## src/rtl/sram_emu_pkg.sv

```systemverilog
package sram_emu_pkg;

    typedef struct packed {
        logic sel_n;
        logic oe_n;
        logic wr_n;
        logic host;
    } ctl_t;

    typedef enum logic [1:0] {
        BUS_IDLE  = 2'd0,
        BUS_READ  = 2'd1,
        BUS_WRITE = 2'd2
    } bus_mode_e;

    localparam ctl_t CTL_IDLE = '{sel_n: 1'b1, oe_n: 1'b1, wr_n: 1'b1, host: 1'b0};

    function automatic bus_mode_e mode_of(ctl_t c);
        if (c.sel_n)      return BUS_IDLE;
        else if (!c.wr_n) return BUS_WRITE;
        else if (!c.oe_n) return BUS_READ;
        else              return BUS_IDLE;
    endfunction

    function automatic logic lane_writes(ctl_t c, logic lane_off);
        return (mode_of(c) == BUS_WRITE) && !lane_off;
    endfunction

    function automatic logic lane_reads(ctl_t c, logic lane_off);
        return (mode_of(c) == BUS_READ) && !lane_off;
    endfunction

endpackage

```

## src/rtl/sram_emu_sampler.sv

```systemverilog
module sram_emu_sampler
    import sram_emu_pkg::*;
#(
    parameter int ADDR_W = 8,
    parameter int LANES  = 2,
    parameter int BYTE_W = 8,
    localparam int DATA_W = LANES * BYTE_W
) (
    input  logic              clk,
    input  logic              rst,
    input  ctl_t              ctl_in,
    input  logic [LANES-1:0]  lane_in,
    input  logic [ADDR_W-1:0] addr_in,
    input  logic [DATA_W-1:0] data_in,
    output ctl_t              ctl_q,
    output logic [LANES-1:0]  lane_q,
    output logic [ADDR_W-1:0] addr_q,
    output logic [DATA_W-1:0] data_q,
    output logic [LANES-1:0]  commit
);

    always_ff @(posedge clk) begin
        if (rst) begin
            ctl_q  <= CTL_IDLE;
            lane_q <= '1;
            addr_q <= '0;
            data_q <= '0;
        end else begin
            ctl_q  <= ctl_in;
            lane_q <= lane_in;
            addr_q <= addr_in;
            data_q <= data_in;
        end
    end

    // A lane commits on the edge where its write was active in the held
    // sample and is no longer active in the incoming pins.
    for (genvar g = 0; g < LANES; g++) begin : g_end
        always_comb begin
            commit[g] = !rst
                     && lane_writes(ctl_q, lane_q[g])
                     && !lane_writes(ctl_in, lane_in[g]);
        end
    end

    // a commit is only ever preceded by an active write sample
    a_r8_commit_after_write: assert property (@(posedge clk) disable iff (rst)
        (|commit) |-> (mode_of(ctl_q) == BUS_WRITE));

endmodule

```

## src/rtl/sram_emu_store.sv

```systemverilog
module sram_emu_store #(
    parameter int ADDR_W = 8,
    parameter int LANES  = 2,
    parameter int BYTE_W = 8,
    localparam int DATA_W = LANES * BYTE_W,
    localparam int DEPTH  = 1 << ADDR_W
) (
    input  logic              clk,
    input  logic              rst,
    input  logic [LANES-1:0]  commit,
    input  logic [ADDR_W-1:0] wr_addr,
    input  logic [DATA_W-1:0] wr_word,
    input  logic [ADDR_W-1:0] rd_addr,
    output logic [DATA_W-1:0] rd_word
);

    for (genvar g = 0; g < LANES; g++) begin : g_lane
        logic [BYTE_W-1:0] cells [DEPTH];

        always_ff @(posedge clk) begin
            if (commit[g]) begin
                cells[wr_addr] <= wr_word[g*BYTE_W +: BYTE_W];
            end
        end

        assign rd_word[g*BYTE_W +: BYTE_W] = cells[rd_addr];

        // a committed byte lands in its own lane at the held address
        a_r7_lane_stored: assert property (@(posedge clk) disable iff (rst)
            commit[g] |=> (cells[$past(wr_addr)] == $past(wr_word[g*BYTE_W +: BYTE_W])));
    end

endmodule

```

## src/rtl/sram_emu_drive.sv

```systemverilog
module sram_emu_drive
    import sram_emu_pkg::*;
#(
    parameter int LANES  = 2,
    parameter int BYTE_W = 8,
    localparam int DATA_W = LANES * BYTE_W
) (
    input  logic              clk,
    input  logic              rst,
    input  ctl_t              ctl_q,
    input  logic [LANES-1:0]  lane_q,
    input  logic [DATA_W-1:0] rd_word,
    output logic [DATA_W-1:0] rd_data,
    output logic [LANES-1:0]  drv_lane,
    output logic              bus_clash
);

    for (genvar g = 0; g < LANES; g++) begin : g_drv
        always_comb begin
            drv_lane[g] = lane_reads(ctl_q, lane_q[g]);
            rd_data[g*BYTE_W +: BYTE_W] = drv_lane[g] ? rd_word[g*BYTE_W +: BYTE_W]
                                                      : '0;
        end
    end

    assign bus_clash = ctl_q.host && (drv_lane != '0);

    a_r2_desel_quiet: assert property (@(posedge clk) disable iff (rst)
        ctl_q.sel_n |-> (drv_lane == '0));

    a_r3_oe_quiet: assert property (@(posedge clk) disable iff (rst)
        ctl_q.oe_n |-> (drv_lane == '0));

    a_r4_lanes_off_quiet: assert property (@(posedge clk) disable iff (rst)
        (lane_q == '1) |-> (drv_lane == '0));

    a_r5_write_quiet: assert property (@(posedge clk) disable iff (rst)
        (!ctl_q.sel_n && !ctl_q.wr_n) |-> (drv_lane == '0));

    a_r6_lane_follows_enable: assert property (@(posedge clk) disable iff (rst)
        ((drv_lane & lane_q) == '0));

endmodule

```

## src/rtl/sram_emu.sv

```systemverilog
module sram_emu
    import sram_emu_pkg::*;
#(
    parameter int ADDR_W = 8,
    parameter int LANES  = 2,
    parameter int BYTE_W = 8,
    localparam int DATA_W = LANES * BYTE_W
) (
    input  logic              clk,
    input  logic              rst,
    input  logic              sel_n,
    input  logic              oe_n,
    input  logic              wr_n,
    input  logic [LANES-1:0]  lane_n,
    input  logic [ADDR_W-1:0] addr,
    input  logic [DATA_W-1:0] wr_data,
    input  logic              host_drv,
    output logic [DATA_W-1:0] rd_data,
    output logic [LANES-1:0]  drv_lane,
    output logic              bus_clash
);

    ctl_t              ctl_in;
    ctl_t              ctl_q;
    logic [LANES-1:0]  lane_q;
    logic [ADDR_W-1:0] addr_q;
    logic [DATA_W-1:0] data_q;
    logic [LANES-1:0]  commit;
    logic [DATA_W-1:0] rd_word;

    always_comb begin
        ctl_in.sel_n = sel_n;
        ctl_in.oe_n  = oe_n;
        ctl_in.wr_n  = wr_n;
        ctl_in.host  = host_drv;
    end

    sram_emu_sampler #(.ADDR_W(ADDR_W), .LANES(LANES), .BYTE_W(BYTE_W)) u_smp (
        .clk     (clk),
        .rst     (rst),
        .ctl_in  (ctl_in),
        .lane_in (lane_n),
        .addr_in (addr),
        .data_in (wr_data),
        .ctl_q   (ctl_q),
        .lane_q  (lane_q),
        .addr_q  (addr_q),
        .data_q  (data_q),
        .commit  (commit)
    );

    sram_emu_store #(.ADDR_W(ADDR_W), .LANES(LANES), .BYTE_W(BYTE_W)) u_mem (
        .clk     (clk),
        .rst     (rst),
        .commit  (commit),
        .wr_addr (addr_q),
        .wr_word (data_q),
        .rd_addr (addr_q),
        .rd_word (rd_word)
    );

    sram_emu_drive #(.LANES(LANES), .BYTE_W(BYTE_W)) u_drv (
        .clk       (clk),
        .rst       (rst),
        .ctl_q     (ctl_q),
        .lane_q    (lane_q),
        .rd_word   (rd_word),
        .rd_data   (rd_data),
        .drv_lane  (drv_lane),
        .bus_clash (bus_clash)
    );

    // a write closed by select rising leaves the bus undriven
    a_r9_close_quiet: assert property (@(posedge clk) disable iff (rst)
        ($past(!ctl_q.sel_n && !ctl_q.wr_n) && ctl_q.sel_n) |-> (drv_lane == '0));

    // the cycle after reset nothing is driven
    a_r1_reset_quiet: assert property (@(posedge clk)
        $past(rst) |-> (drv_lane == '0 && !bus_clash));

endmodule

```

## config.mk

```make
export PLATFORM = sky130hd
export DESIGN_NAME = sram_emu
export DESIGN_NICKNAME = d
export VERILOG_FILES = /design/src/rtl/sram_emu_pkg.sv /design/src/rtl/sram_emu_sampler.sv /design/src/rtl/sram_emu_store.sv /design/src/rtl/sram_emu_drive.sv /design/src/rtl/sram_emu.sv
export SDC_FILE = /design/constraint.sdc
export NUM_CORES = 2
export LEC_CHECK = 0
export BUFFER_PORTS_ARGS = -buffer_cell sky130_fd_sc_hd__clkbuf_2
export CAP_MARGIN = 20
export CORE_MARGIN = 3
export CORE_UTILIZATION = 50
export DETAILED_ROUTE_END_ITERATION = 8
export GPL_TIMING_DRIVEN = 0
export PLACE_DENSITY = 0.65
export SYNTH_ARGS = -nofsm -noshare
export SYNTH_HDL_FRONTEND = slang
export SYNTH_HIERARCHICAL = 1
export SYNTH_SLANG_ARGS = --single-unit
```

## constraint.sdc

```tcl
create_clock -name clk -period 5.6 [get_ports clk]
set_clock_uncertainty 0.2 [all_clocks]
set_input_delay 0.84 -clock clk [delete_from_list [all_inputs] [get_ports clk]]
set_output_delay 0.84 -clock clk [all_outputs]
set_load 0.01 [all_outputs]
```

==> results <==
- The flow ran to the end, but the final reports show violations.
- The final reports fail on setup timing.
- The sum of negative setup slack is -0.8147 ns.
- The die covers 0.3278 mm2.
- Dividing total power by cell area gives a power density of 350.3 mW/mm2.
- In this run the worst hold path is classified as in -> reg.
- The flip-flop and latch count after synthesis is 4126.
- The count of unique library cells instantiated by Yosys is 52.
- The later pin in the worst-skew pair is clocked with a latency of 0.98 ns.
- The remaining design rule violation count is 0.
- The total iterations of the first detailed-routing run is 8.
- The length in cells of the worst reg-to-reg path is 6.
- The core region is 0.3188 mm2.
- The share of final-layout standard cells stronger than drive strength 1 is 29.04%.
- The clock-pin transition on the worst setup and hold timing paths is 0.06 ns.
- The total number of vias is 90251.
- Dividing the synthesized area by the synthesized cell count gives 20.71 um2.
- The via count of the first global-routing pass is 85018.
- The number of violations reported at the end of detailed-routing iteration 0 is 15020.
- After floorplanning, the core was divided into 207 placement rows.
- The startpoint of the most critical setup path is u_smp/addr_q[0]$_SDFF_PP0_.
- The post-route fraction of the period consumed by the critical path is 102.7%.
- The die is 572.6 um tall.
- The capturing element type of the critical path is an output pin.
- The slowest stage cell on the critical path is sky130_fd_sc_hd__dfxtp_4.
- The most frequent standard cell in the layout excluding fill and tap cells is sky130_fd_sc_hd__edfxtp_1.
- The critical-path maximum fanout is 10.
- The number of buffers added on ports is 50.
- The critical path class is reg -> out.
- The portion of the post-synthesis area used by sequential elements is 77.01%.
- The actual transition at the worst max-transition pin is 1.353 ns.
- The clock tree root driver cell is sky130_fd_sc_hd__clkbuf_16.
- At the worst endpoint, the arrival time is 4.71 ns.
- The initial antenna violation count is 39.
- The multi-input gate area in the final layout is 0.03675 mm2.
- The headroom to the max-slew limit is 9.791%.
- The summed area of non-filler cells in the final layout is 0.1895 mm2.
- For this design the top-level I/O count stands at 51.
- The final worst setup slack is -0.1489 ns.
- The clock period minus worst slack is 5.749 ns.
- The count of filler cells inserted in the layout is 22599.
- The number of max-slew violations in the final report is 0.
- After detailed routing, the number of vias per cell comes to 6.842.
- The clock tree synthesis step divided the H-tree into 5 levels.
- From left edge to right edge, the die measures 572.6 um.
- Leaving out fill and tap cells, the most frequent cells in the layout are 4096 x sky130_fd_sc_hd__edfxtp_1, 784 x sky130_fd_sc_hd__mux4_2, 616 x sky130_fd_sc_hd__mux2i_1, 524 x sky130_fd_sc_hd__nor2_1, 419 x sky130_fd_sc_hd__clkbuf_16.
- In this design, the stage delay of the slowest critical-path cell is 0.41 ns.
- The data required time at the worst endpoint is 4.56 ns.
- The total length of routed wires is 562500 um.
- Across all hold checks on the routed design, the worst slack comes to 0.05168 ns.
- The number of instances in the synthesized netlist is 7749.
- Dividing the detail-routed wire length by the instance count gives 42.65 um.
- The remaining antenna violation count after routing is 0.
- The placed wire-length estimate is 390900 um.
- The worst register-to-register path begins at u_smp/ctl_q[1]$_SDFF_PP1_.
- The number of buffers created by CTS is 415.
- The final-report setup violation count is 15.
- The tool flagged a number of max-cap violations equal to 0.
- The post-synthesis async set-or-reset flop share is 0%.
- The final layout contains 8550 nets.
- The leading register cell type out of synthesis is sky130_fd_sc_hd__edfxtp_1.
- The hold violation count in the final report is 0.
- Setup repair after global routing could not meet its margin everywhere.
- The cell area that synthesis handed to floorplanning was 0.1605 mm2.
- The worst hold path begins at addr[4].
- The register area is 0.1237 mm2.
- The cell area reported after detailed placement is 0.1695 mm2.
- Counting every net in the synthesized netlist gives 7781.
- The startpoint kind of the worst setup timing path is a flop.
- The tree built by TritonCTS fans out to 4126 sinks.
- The TritonCTS clock tree is built.
- The utilization after layout is 59.44%.
- For this design the static power due to leakage is 0.06454 uW.
- The clock passes through at most 4 buffers.
- The number of cells on the worst hold path is 2.
- The maximum number of pins on one net before global-route repair is 89.
- The total power of the final layout is 66380 uW.
- The residual overflow from global routing is 0.
- The area growth from synthesis to layout is 18.07%.
- The wire length of the first global-routing pass is 746700 um.
- The global-route usage over all layers is 34.17%.
- Based on the critical path, the design can be clocked at up to 173.9 MHz.
- The peak supply drop is 0.0003591 V.
- The total number of yosys warnings is 6.
- The signal on the critical path passes through buf_12, buf_12, buf_16, buf_8, buf_16, buf_8, mux2i_1, o22ai_1, mux2i_2, a32oi_1, nand4_1, nor4_2, buf_2, and2_1, clkbuf_2.
- The starting density of the core is 50.34%.
- Routability-driven placement finished with a final weighted congestion of 1.062.
- Counting flops with a built-in enable in the synthesized netlist gives 4096.
## Yosys cell counts (all sizes together), types with 15 or more instances
library cell	instances	area [um2]
mux2i	622	6226
dfxtp	30	600.6
a221oi	16	140.1
o221ai	264	2318
nor2	530	1989
o32ai	16	140.1
o22ai	172	1076
nand4	15	93.84
mux4	784	17660
o31ai	16	120.1
nor3	108	550.5
nor4	20	125.1
and2	21	131.4
clkbuf	278	1044
nand2	82	307.8
edfxtp	4096	123000
a22oi	30	225.2
mux2	64	720.7
a21oi	191	955.9
nor2b	31	193.9
a22o	32	280.3
o21ai	24	120.1
nand3	23	115.1
buf	219	1851
## layout make-up
| class | instances | share of cell area (%) |
|---|---|---|
| repair buffers | 356 | 2.720 |
| clock inverters | 257 | 1.493 |
| plain buffers | 493 | 2.529 |
| flip-flops and latches | 4126 | 65.26 |
| well taps | 4284 | 2.828 |
| clock buffers | 514 | 5.724 |
| multi-input cells | 3123 | 19.39 |
| inverters | 3 | 0.008583 |
| diodes | 34 | 0.04490 |
## kinds of logic (layout without fill, tap and decap cells)
logic type | count (synthesis) | in the layout | share of synthesized area (%)
simple gates | 862 | 862 | 2.357
other cells | 0 | 34 | 0
buf+inv | 500 | 1623 | 1.810
flops | 4126 | 4126 | 77.01
mux | 1470 | 1470 | 15.33
compound gates | 791 | 791 | 3.498
## what timing repair did
action                                  4_1_cts  5_1_grt
gates cloned                                  9        3
hold buffers                                 29        0
endpoints found under the setup margin       16       16
pin swaps                                    80       65
resized for setup                           926      146
hold endpoints to repair                     29        0
buffers inserted                             70       30
## through the flow
step | cells | worst slack, ns
after floorplan | 7749 | 1.166
after detailed placement | 12243 | -1.610
after global routing | 13158 | -0.01754
after CTS | 13120 | -0.01670
final | 13190 | -0.1489
after global placement | 12083 | -4.001
## critical path: cells and delay by family, from the launching register on
kind	cells	cell delay, ns
buf+inv	8	1.59
simple gates	3	0.81
compound gates	2	0.54
flops	1	0.41
mux	2	0.35
## report_power, final
| group | internal (uW) | switching, uW | total [uW] |
|---|---|---|---|
| sequential | 33900 | 125 | 34100 |
| clock | 15900 | 12000 | 27900 |
| combinational | 1470 | 2970 | 4450 |
| total | 51300 | 15100 | 66400 |
## state kept, by name, indices dropped and copies added, names as in the netlist
signal              count
u_smp/lane_q            2
u_mem/g_lane.cells   4096
u_smp/data_q           16
u_smp/addr_q            8
u_smp/ctl_q             4
## path summary, 6_finish.rpt
path,to,slack (ns)
worst max-delay path,rd_data[0],-0.15
worst max register to register,u_mem/g_lane[1].cells[232][2]$_DFFE_PP_,0.70
worst min register to register,u_mem/g_lane[0].cells[207][5]$_DFFE_PP_,0.42
worst min-delay path,u_smp/addr_q[4]$_SDFF_PP0_,0.05
## per-layer routing
| metal | global-route usage [%] | up-vias | wire length [um] |
|---|---|---|---|
| met1 | 46.63 | 47815 | 199600 |
| met3 | 12.66 | 1230 | 86530 |
| met2 | 48.67 | 7027 | 242800 |
| met5 | 0 | - | 274 |
| met4 | 16.78 | 12 | 33370 |
| li1 | - | 34167 | - |
Note: power is estimated with default switching activity, not from simulation.
